## config.mk

```make
export PLATFORM = sky130hd
export DESIGN_NAME = timer_base
export DESIGN_NICKNAME = d
export VERILOG_FILES = /design/src/rtl/timer_base_pkg.sv /design/src/rtl/tmr_main_count.sv /design/src/rtl/tmr_periodic.sv /design/src/rtl/tmr_regs.sv /design/src/rtl/timer_base.sv
export SDC_FILE = /design/constraint.sdc
export NUM_CORES = 1
export LEC_CHECK = 0
export BUFFER_PORTS_ARGS = -buffer_cell sky130_fd_sc_hd__clkbuf_2
export CAP_MARGIN = 20
export CORE_UTILIZATION = 61
export CTS_CLUSTER_DIAMETER = 150
export DETAILED_ROUTE_END_ITERATION = 6
export PLACE_DENSITY = 0.82
export SKIP_CTS_REPAIR_TIMING = 1
export SYNTH_ARGS = -nofsm -noshare
export SYNTH_HDL_FRONTEND = slang
export SYNTH_HIERARCHICAL = 1
export SYNTH_SLANG_ARGS = --single-unit
```

## constraint.sdc

```tcl
create_clock -name clk -period 5.3 [get_ports clk]
set_clock_uncertainty 0.15 [all_clocks]
set_input_delay 1.06 -clock clk [delete_from_list [all_inputs] [get_ports clk]]
set_output_delay 1.06 -clock clk [all_outputs]
set_load 0.02 [all_outputs]
```

## src/rtl/timer_base_pkg.sv

```systemverilog
package timer_base_pkg;

    typedef enum logic [1:0] {
        ADDR_CNT_HI = 2'd0,
        ADDR_CNT_LO = 2'd1,
        ADDR_CTRL   = 2'd2,
        ADDR_FLAGS  = 2'd3
    } reg_addr_e;

    // control field positions
    localparam int CTRL_PRE_LSB  = 0;
    localparam int CTRL_RATE_LSB = 2;
    localparam int CTRL_OVF_EN   = 4;
    localparam int CTRL_TICK_EN  = 5;

    // flag positions
    localparam int FLAG_OVF  = 0;
    localparam int FLAG_TICK = 1;

    localparam int PRE_W = 4;

    // low-bit mask of the free prescale counter for each divide choice
    function automatic logic [PRE_W-1:0] pre_mask(input logic [1:0] sel);
        logic [PRE_W-1:0] m;
        case (sel)
            2'd0:    m = 4'b0000;
            2'd1:    m = 4'b0011;
            2'd2:    m = 4'b0111;
            default: m = 4'b1111;
        endcase
        return m;
    endfunction

endpackage

```

## src/rtl/tmr_main_count.sv

```systemverilog
module tmr_main_count
    import timer_base_pkg::*;
#(
    parameter int CNT_W = 16
) (
    input  logic             clk,
    input  logic             rst_n,
    input  logic [1:0]       pre_sel,
    output logic [CNT_W-1:0] count,
    output logic             wrap_o
);

    typedef struct packed {
        logic [PRE_W-1:0] pre;
        logic [CNT_W-1:0] cnt;
    } state_t;

    state_t           st_d, st_q;
    logic             step;
    logic [PRE_W-1:0] mask;

    always_comb begin
        st_d   = st_q;
        mask   = pre_mask(pre_sel);
        step   = ((st_q.pre & mask) == mask);
        st_d.pre = st_q.pre + 1'b1;
        if (step) begin
            st_d.cnt = st_q.cnt + 1'b1;
        end
        wrap_o = step && (&st_q.cnt);
    end

    always_ff @(posedge clk or negedge rst_n) begin
        if (!rst_n) begin
            st_q <= '0;
        end else begin
            st_q <= st_d;
        end
    end

    assign count = st_q.cnt;

    AST_COUNT_HOLD: assert property (@(posedge clk) disable iff (!rst_n)
        !step |=> $stable(st_q.cnt));
    AST_COUNT_WRAP: assert property (@(posedge clk) disable iff (!rst_n)
        wrap_o |=> (st_q.cnt == '0));

endmodule

```

## src/rtl/tmr_periodic.sv

```systemverilog
module tmr_periodic #(
    parameter int DIV_W  = 13,
    parameter int POST_W = 3
) (
    input  logic       clk,
    input  logic       rst_n,
    input  logic [1:0] rate_sel,
    output logic       tick_o
);

    typedef struct packed {
        logic [DIV_W-1:0]  div;
        logic [POST_W-1:0] post;
    } state_t;

    state_t            st_d, st_q;
    logic [POST_W-1:0] post_mask;
    logic              div_end;

    always_comb begin
        st_d      = st_q;
        post_mask = POST_W'((32'd1 << rate_sel) - 32'd1);
        div_end   = &st_q.div;
        st_d.div  = st_q.div + 1'b1;
        if (div_end) begin
            st_d.post = st_q.post + 1'b1;
        end
        tick_o = div_end && ((st_q.post & post_mask) == post_mask);
    end

    always_ff @(posedge clk or negedge rst_n) begin
        if (!rst_n) begin
            st_q <= '0;
        end else begin
            st_q <= st_d;
        end
    end

    AST_TICK_SPACED: assert property (@(posedge clk) disable iff (!rst_n)
        tick_o |=> !tick_o);

endmodule

```

## src/rtl/tmr_regs.sv

```systemverilog
module tmr_regs
    import timer_base_pkg::*;
#(
    parameter int DATA_W  = 8,
    parameter int WIN_CYC = 64,
    localparam int CNT_W  = 2 * DATA_W,
    localparam int WIN_W  = $clog2(WIN_CYC + 1)
) (
    input  logic              clk,
    input  logic              rst_n,
    input  logic              reg_wr,
    input  logic              reg_rd,
    input  logic [1:0]        reg_addr,
    input  logic [DATA_W-1:0] reg_wdata,
    input  logic [CNT_W-1:0]  count,
    input  logic              wrap,
    input  logic              tick,
    output logic [DATA_W-1:0] reg_rdata,
    output logic [1:0]        pre_sel,
    output logic [1:0]        rate_sel,
    output logic              ovf_flag,
    output logic              tick_flag,
    output logic              irq
);

    typedef struct packed {
        logic [WIN_W-1:0]  win;
        logic [1:0]        pre_sel;
        logic [1:0]        rate_sel;
        logic              ovf_en;
        logic              tick_en;
        logic              ovf_f;
        logic              tick_f;
        logic [DATA_W-1:0] snap;
    } state_t;

    state_t st_d, st_q;
    logic   win_open;
    logic   wr_ctrl, wr_flags;
    logic   clr_ovf, clr_tick;
    logic   unused_wbits;

    assign unused_wbits = ^reg_wdata[DATA_W-1:CTRL_TICK_EN+1];

    always_comb begin
        st_d     = st_q;
        win_open = (st_q.win < WIN_W'(WIN_CYC));
        wr_ctrl  = reg_wr && (reg_addr == ADDR_CTRL);
        wr_flags = reg_wr && (reg_addr == ADDR_FLAGS);
        clr_ovf  = wr_flags && reg_wdata[FLAG_OVF];
        clr_tick = wr_flags && reg_wdata[FLAG_TICK];

        if (win_open) begin
            st_d.win = st_q.win + 1'b1;
        end

        if (wr_ctrl) begin
            if (win_open) begin
                st_d.pre_sel = reg_wdata[CTRL_PRE_LSB +: 2];
            end
            st_d.rate_sel = reg_wdata[CTRL_RATE_LSB +: 2];
            st_d.ovf_en   = reg_wdata[CTRL_OVF_EN];
            st_d.tick_en  = reg_wdata[CTRL_TICK_EN];
        end

        // a set event outranks a clearing write on the same edge
        st_d.ovf_f  = wrap || (st_q.ovf_f  && !clr_ovf);
        st_d.tick_f = tick || (st_q.tick_f && !clr_tick);

        if (reg_rd && (reg_addr == ADDR_CNT_HI)) begin
            st_d.snap = count[DATA_W-1:0];
        end

        reg_rdata = '0;
        case (reg_addr)
            ADDR_CNT_HI: reg_rdata = count[CNT_W-1 -: DATA_W];
            ADDR_CNT_LO: reg_rdata = st_q.snap;
            ADDR_CTRL: begin
                reg_rdata[CTRL_PRE_LSB +: 2]  = st_q.pre_sel;
                reg_rdata[CTRL_RATE_LSB +: 2] = st_q.rate_sel;
                reg_rdata[CTRL_OVF_EN]        = st_q.ovf_en;
                reg_rdata[CTRL_TICK_EN]       = st_q.tick_en;
            end
            default: begin
                reg_rdata[FLAG_OVF]  = st_q.ovf_f;
                reg_rdata[FLAG_TICK] = st_q.tick_f;
            end
        endcase
    end

    always_ff @(posedge clk or negedge rst_n) begin
        if (!rst_n) begin
            st_q <= '0;
        end else begin
            st_q <= st_d;
        end
    end

    assign pre_sel   = st_q.pre_sel;
    assign rate_sel  = st_q.rate_sel;
    assign ovf_flag  = st_q.ovf_f;
    assign tick_flag = st_q.tick_f;
    assign irq       = (st_q.ovf_f && st_q.ovf_en) || (st_q.tick_f && st_q.tick_en);

    AST_PRESCALE_LOCKED: assert property (@(posedge clk) disable iff (!rst_n)
        !win_open |=> $stable(st_q.pre_sel));
    AST_SET_WINS: assert property (@(posedge clk) disable iff (!rst_n)
        wrap |=> st_q.ovf_f);
    AST_ZERO_WRITE_KEEPS: assert property (@(posedge clk) disable iff (!rst_n)
        (wr_flags && !reg_wdata[FLAG_OVF] && st_q.ovf_f) |=> st_q.ovf_f);
    AST_IRQ_NEEDS_FLAG: assert property (@(posedge clk) disable iff (!rst_n)
        irq |-> (st_q.ovf_f || st_q.tick_f));

endmodule

```

## src/rtl/timer_base.sv

```systemverilog
module timer_base #(
    parameter int DATA_W    = 8,
    parameter int WIN_CYC   = 64,
    parameter int TICK_DIVW = 13,
    parameter int TICK_POSTW = 3,
    localparam int CNT_W    = 2 * DATA_W
) (
    input  logic              clk,
    input  logic              rst_n,
    input  logic              reg_wr,
    input  logic              reg_rd,
    input  logic [1:0]        reg_addr,
    input  logic [DATA_W-1:0] reg_wdata,
    output logic [DATA_W-1:0] reg_rdata,
    output logic [CNT_W-1:0]  count_o,
    output logic              ovf_flag_o,
    output logic              tick_flag_o,
    output logic              irq_o
);

    logic [1:0] pre_sel;
    logic [1:0] rate_sel;
    logic       wrap;
    logic       tick;

    tmr_main_count #(.CNT_W(CNT_W)) i_count (
        .clk     (clk),
        .rst_n   (rst_n),
        .pre_sel (pre_sel),
        .count   (count_o),
        .wrap_o  (wrap)
    );

    tmr_periodic #(.DIV_W(TICK_DIVW), .POST_W(TICK_POSTW)) i_periodic (
        .clk      (clk),
        .rst_n    (rst_n),
        .rate_sel (rate_sel),
        .tick_o   (tick)
    );

    tmr_regs #(.DATA_W(DATA_W), .WIN_CYC(WIN_CYC)) i_regs (
        .clk       (clk),
        .rst_n     (rst_n),
        .reg_wr    (reg_wr),
        .reg_rd    (reg_rd),
        .reg_addr  (reg_addr),
        .reg_wdata (reg_wdata),
        .count     (count_o),
        .wrap      (wrap),
        .tick      (tick),
        .reg_rdata (reg_rdata),
        .pre_sel   (pre_sel),
        .rate_sel  (rate_sel),
        .ovf_flag  (ovf_flag_o),
        .tick_flag (tick_flag_o),
        .irq       (irq_o)
    );

endmodule

```

==> Yosys cells after proc, flatten, opt, wreduce, memory -nomap -nowiden <==
Index checks and enable logic that the tools add are counted.
{ "totals": {"word_cells": 54, "mem_bits_ro": 0, "ff_bits": 59, "mem_count": 0, "out_inout_bits": 27, "latch_bits": 0, "in_bits": 14, "mem_bits_rw": 0} }
{ "op_classes": {"div": 0, "order_cmp": 1, "add_sub_neg": 6, "bitwise_logic": 2, "eq_ne": 7, "shift": 1, "n_mux": 4, "mul": 0, "reduce_logical": 21} }
{ "ops": {"columns": ["operator", "count"], "rows": [
  ["$pmux W4 S3", 2],
  ["$add A16 B1 Y16 const B", 1],
  ["$reduce_and A16 Y1", 1],
  ["$add A13 B1 Y13 const B", 1],
  ["$reduce_and A13 Y1", 1],
  ["$logic_and A1 B1 Y1", 11],
  ["$add A7 B1 Y7 const B", 1],
  ["$lt A7 B7 Y1 const B", 1],
  ["$eq A2 B2 Y1 const B", 3],
  ["$pmux W2 S3", 1],
  ["$add A4 B1 Y4 const B", 1],
  ["$and A4 B4 Y4", 1],
  ["$eq A2 B1 Y1 const B", 2],
  ["$eq A4 B4 Y1", 1],
  ["$logic_not A2 Y1", 2],
  ["$pmux W2 S2", 1],
  ["$add A3 B1 Y3 const B", 1],
  ["$and A3 B3 Y3", 1],
  ["$eq A3 B3 Y1", 1],
  ["$logic_or A1 B1 Y1", 3],
  ["$shl A1 B2 Y3 const A", 1],
  ["$sub A3 B1 Y3 const B", 1],
  ["$logic_not A1 Y1", 2],
  ["$reduce_and A2 Y1", 1]
]} }

==> Logic depth before layout (Yosys ltp) <==
{ "logic_depth": {"ltp_word": 6, "ltp_mapped": 7, "ltp_nobuf": 6} }

==> Hierarchy <==
Netlist, hierarchy kept.
{ "modules_own_cells": {"columns": ["mod", "instances", "cells_per_inst", "seq_area_each_um2", "area_per_inst_um2"], "rows": [
  ["tmr_regs", 1, 84, 575.6, 1126.1],
  ["tmr_main_count", 1, 96, 500.5, 1056.0],
  ["tmr_periodic", 1, 60, 400.4, 726.9]
]} }

==> Least setup slack after synthesis <==
Ideal clock, no wire load.
{ "synth_path": {"path_type": "input -> output", "start": "input reg_addr[1]", "end": "output reg_rdata[2]", "setup_slack_ps": 2281, "required_time_ps": 4090, "cell_stages": 3, "path_buffers": 1, "arrival_ps": 1809, "path_cell_list": "buf_4 -> mux2i_1 -> o21ai_0"} }
{ "synth_via": {"elab_chain_len": 2, "elab_cells_between_ends": 4, "cone_classes": "eq/ne (2); mux (1); reduce/logical (1)"} }
{ "synth_lines": {"columns": ["element", "line_no", "rtl"], "rows": [
  ["start, declared", "timer_base.sv:12", "input logic [1:0] reg_addr,"],
  ["$eq A2 B2 Y1 (tied with other cells)", "tmr_regs.sv:75", "case (reg_addr)"],
  ["$pmux W4 S3 *", "tmr_regs.sv:75", null],
  ["end, declared", "timer_base.sv:14", "output logic [DATA_W-1:0] reg_rdata,"]
]} }
Every way passes the cells marked *; elsewhere a longest branch is shown, timed or not.

==> Worst setup path after layout <==
{ "layout_path": {"start": "input reg_addr[0]", "end": "output reg_rdata[0]"} }
{ "layout_via": {"elab_chain_len": 2, "elab_cells_between_ends": 4, "cone_classes": "eq/ne (2); mux (1); reduce/logical (1)"} }
{ "layout_lines": {"columns": ["element", "line_no"], "rows": [
  ["$eq A2 B2 Y1 (tied with other cells)", "tmr_regs.sv:75"],
  ["$pmux W2 S3 *", "tmr_regs.sv:75"]
]} }
Marks and branches as above.

==> out/metrics.csv <==
stage,metric,value,unit
run_status,status,"finished, violations left",
run_status,failing checks,design-rule violations,
grt,first-pass GRT wire length,8740,um
drt,Post-Route WL,5250,um
cells_and_area,register area,1480,sq um
critical_path,Worst Setup Path Type,input pin to output pin,
drt,DRT Pass-1 Iters,7,
timing,Slew Limit Fails,0,
cells_and_area,"commonest non-fill, non-tap cells in the layout","dfrtp_1, clkbuf_2, xnor2_1",
placement,Port Buffers,38,
pwr,PD cells,376,nW/um^2
drt,1st-iter DRT viols,130,
min_path,Hold Startpoint,i_periodic/st_q[3],
cells_and_area,"Core Util, Final",0.718,
clock_tree,clk_lat worst skew,320,ps
timing,final hold viol count,0,
min_path,Hold Path End,i_periodic/st_q[3],
drt,final antenna-violating net count,0,
critical_path,CP cell instances,clkbuf_2 -> mux4_1 -> clkbuf_2,
timing,Slew @ Worst Pin,716,ps
yosys,Unique masters post-synth,37,
timing,endpoints failing setup,0,
floorplan,Std-Cell Rows,24,
placement,DP Area,2990,sq um
timing,max_slew headroom,0.522,
floorplan,Ports,41,
critical_path,crit path from,reg_addr[0],
grt,Overflow after GRT,0,
cells_and_area,filler instances,288,
clock_tree,CTS sink cnt,59,
timing,Final TNS setup,0,ps
critical_path,Critical Path Slowest Stage Cell,mux4_1,
placement,GPL Wtd Cong,0.790,
grt,largest net degree at the start of global routing,60,
critical_path,Worst EP arrival,2120,ps
cells_and_area,area of the multi-input gates,1230,sq um
critical_path,critical path startpoint category,input pin,
floorplan,die width,71.1,um
clock_tree,CTS buffer count,9,
timing,Max Clk Rate,300,MHz
drt,Via Count,1861,
floorplan,core area,4470,sq um
yosys,syn avg cell area,12.1,sq um
critical_path,Critical Path Fanout Max,13,
floorplan,die area,5050,sq um
yosys,Ys Warns,6,
critical_path,Worst Reg-to-Reg Cells,4,
yosys,number of flops mapped to enable cells by yosys,0,
grt,vias in the first global route,1795,
clock_tree,clk root buf,clkbuf_8,
cells_and_area,Area Overhead vs Synth,10.5,%
critical_path,crit-path max cell delay,600,ps
critical_path,r2r endpoint,i_periodic/st_q[1],
cells_and_area,layout net count,285,
placement,DP Wirelength,3560,um
pwr,Worst VDD drop,0.000235,V
yosys,Synth Instances,240,
yosys,Seq cells post-synth,59,
critical_path,Worst path most repeated cell,clkbuf_2,
min_path,Hold Crit Depth,1,
cells_and_area,Final Cell Area,3210,sq um
yosys,Mapped Area,2910,sq um
grt,antenna violations before repair,0,
run,MaxCap Viol Count,0,
yosys,Syn Nets,259,
grt,GRT Total Usage,0.232,
clock_tree,clk buf depth,2,
timing,clock period minus final worst setup slack,3330,ps
timing,unrepaired setup endpoints after global routing,false,
timing,Final period util,0.629,
floorplan,Initial Util,0.650,
yosys,Async SR Flop Fraction,1.00,
floorplan,Die Span Y,71.1,um
cells_and_area,share of post-route cells with drive strength above 1,0.317,
cells_and_area,antenna diode count,0,
critical_path,"Req. time, crit path",4090,ps
min_path,worst hold path class,register to register,
critical_path,Critical Path End Type,output pin,
clock_tree,CTS tree,done,
drt,DRC,6,
critical_path,RR Startpoint,i_periodic/st_q[3],
drt,routed vias/inst,5.76,
yosys,post-synthesis sequential area ratio,0.508,
drt,WL per Instance,16.3,um
critical_path,Reg2Reg Setup Slack,3350,ps
clock_tree,H-tree level count,3,
pwr,leakage power,1.54,nW
yosys,Main synth FF type,dfrtp_1,
cells_and_area,"most common cell after layout, fill and taps aside",dfrtp_1,
clock_tree,"Reg clk slew, reported paths",60,ps
## power breakdown
part / switching, mW / internal, mW / total (mW)
sequential: 0.0624 / 0.505 / 0.568
combinational: 0.111 / 0.0915 / 0.203
clock: 0.170 / 0.269 / 0.438
## worst max-delay path, delay by kind of cell
family                 cells  cell delay, ps
multiplexers               1             600
buffers and inverters      2             460
## cell families after synthesis
logic type / synth area share
adders and majority gates: 0.0215
AOI/OAI and AO/OA: 0.0331
muxes: 0.105
buffers and inverters: 0.0697
and+or+nand+nor: 0.158
DFF: 0.508
xor gates and xnor gates: 0.105
## layer usage
layer	track usage	vias to the layer above	routed length (um)
met2	0.374	55	2590
met3	0.0641	4	265
li1	-	865	-
met1	0.297	937	2370
met5	0	-	0
met4	0.0978	0	27
## sequential cells by signal, summed over array words and instances, names as in the netlist
register and flops:
i_regs/ovf_flag 1, i_periodic/st_q 16, i_regs/rate_sel 2, i_count/st_q 4, i_regs/st_q 17, i_count/count 16, i_regs/pre_sel 2, i_regs/tick_flag 1
## metrics by stage
stage | cells | power (mW) | hold slack (ps) | setup slack, ps
3_3_place_gp | 307 | 0.770 | 303 | 1990
2_1_floorplan | 240 | 0.741 | 286 | 2280
6_report | 323 | 1.21 | 319 | 1970
4_1_cts | 323 | 1.22 | 318 | 1970
3_5_place_dp | 307 | 0.777 | 309 | 1970
5_1_grt | 323 | 1.26 | 334 | 1890
## Yosys cell counts (4+ instances only)
cell type / n / area (sq um)
xor2_1: 10 / 87.6
nand2_1: 16 / 60.1
and3_1: 4 / 25.0
nand3_1: 11 / 55.1
mux2i_1: 6 / 60.1
o21ai_0: 5 / 25.0
dfrtp_1: 59 / 1480
inv_1: 6 / 22.5
buf_4: 24 / 180
mux2_2: 16 / 180
ha_1: 5 / 62.6
nand4_1: 9 / 56.3
xnor2_1: 25 / 219
nor2_1: 13 / 48.8
## worst max path at each step
stage                   endpoint  slack, ps
floorplan           reg_rdata[2]       2280
global placement    reg_rdata[0]       1990
detailed placement  reg_rdata[0]       1970
CTS                 reg_rdata[0]       1970
global route        reg_rdata[0]       1890
finish              reg_rdata[0]       1970
## final cells by class
cell class,instances,share of cell area
Clock buffer,13,0.0557
Clock inverter,3,0.0136
Inverter,6,0.00701
Multi-Input combinational cell,151,0.383
Sequential cell,59,0.459
Tap cell,52,0.0202
Timing Repair Buffer,39,0.0615
No activity file was read; power rests on OpenSTA's default activity.
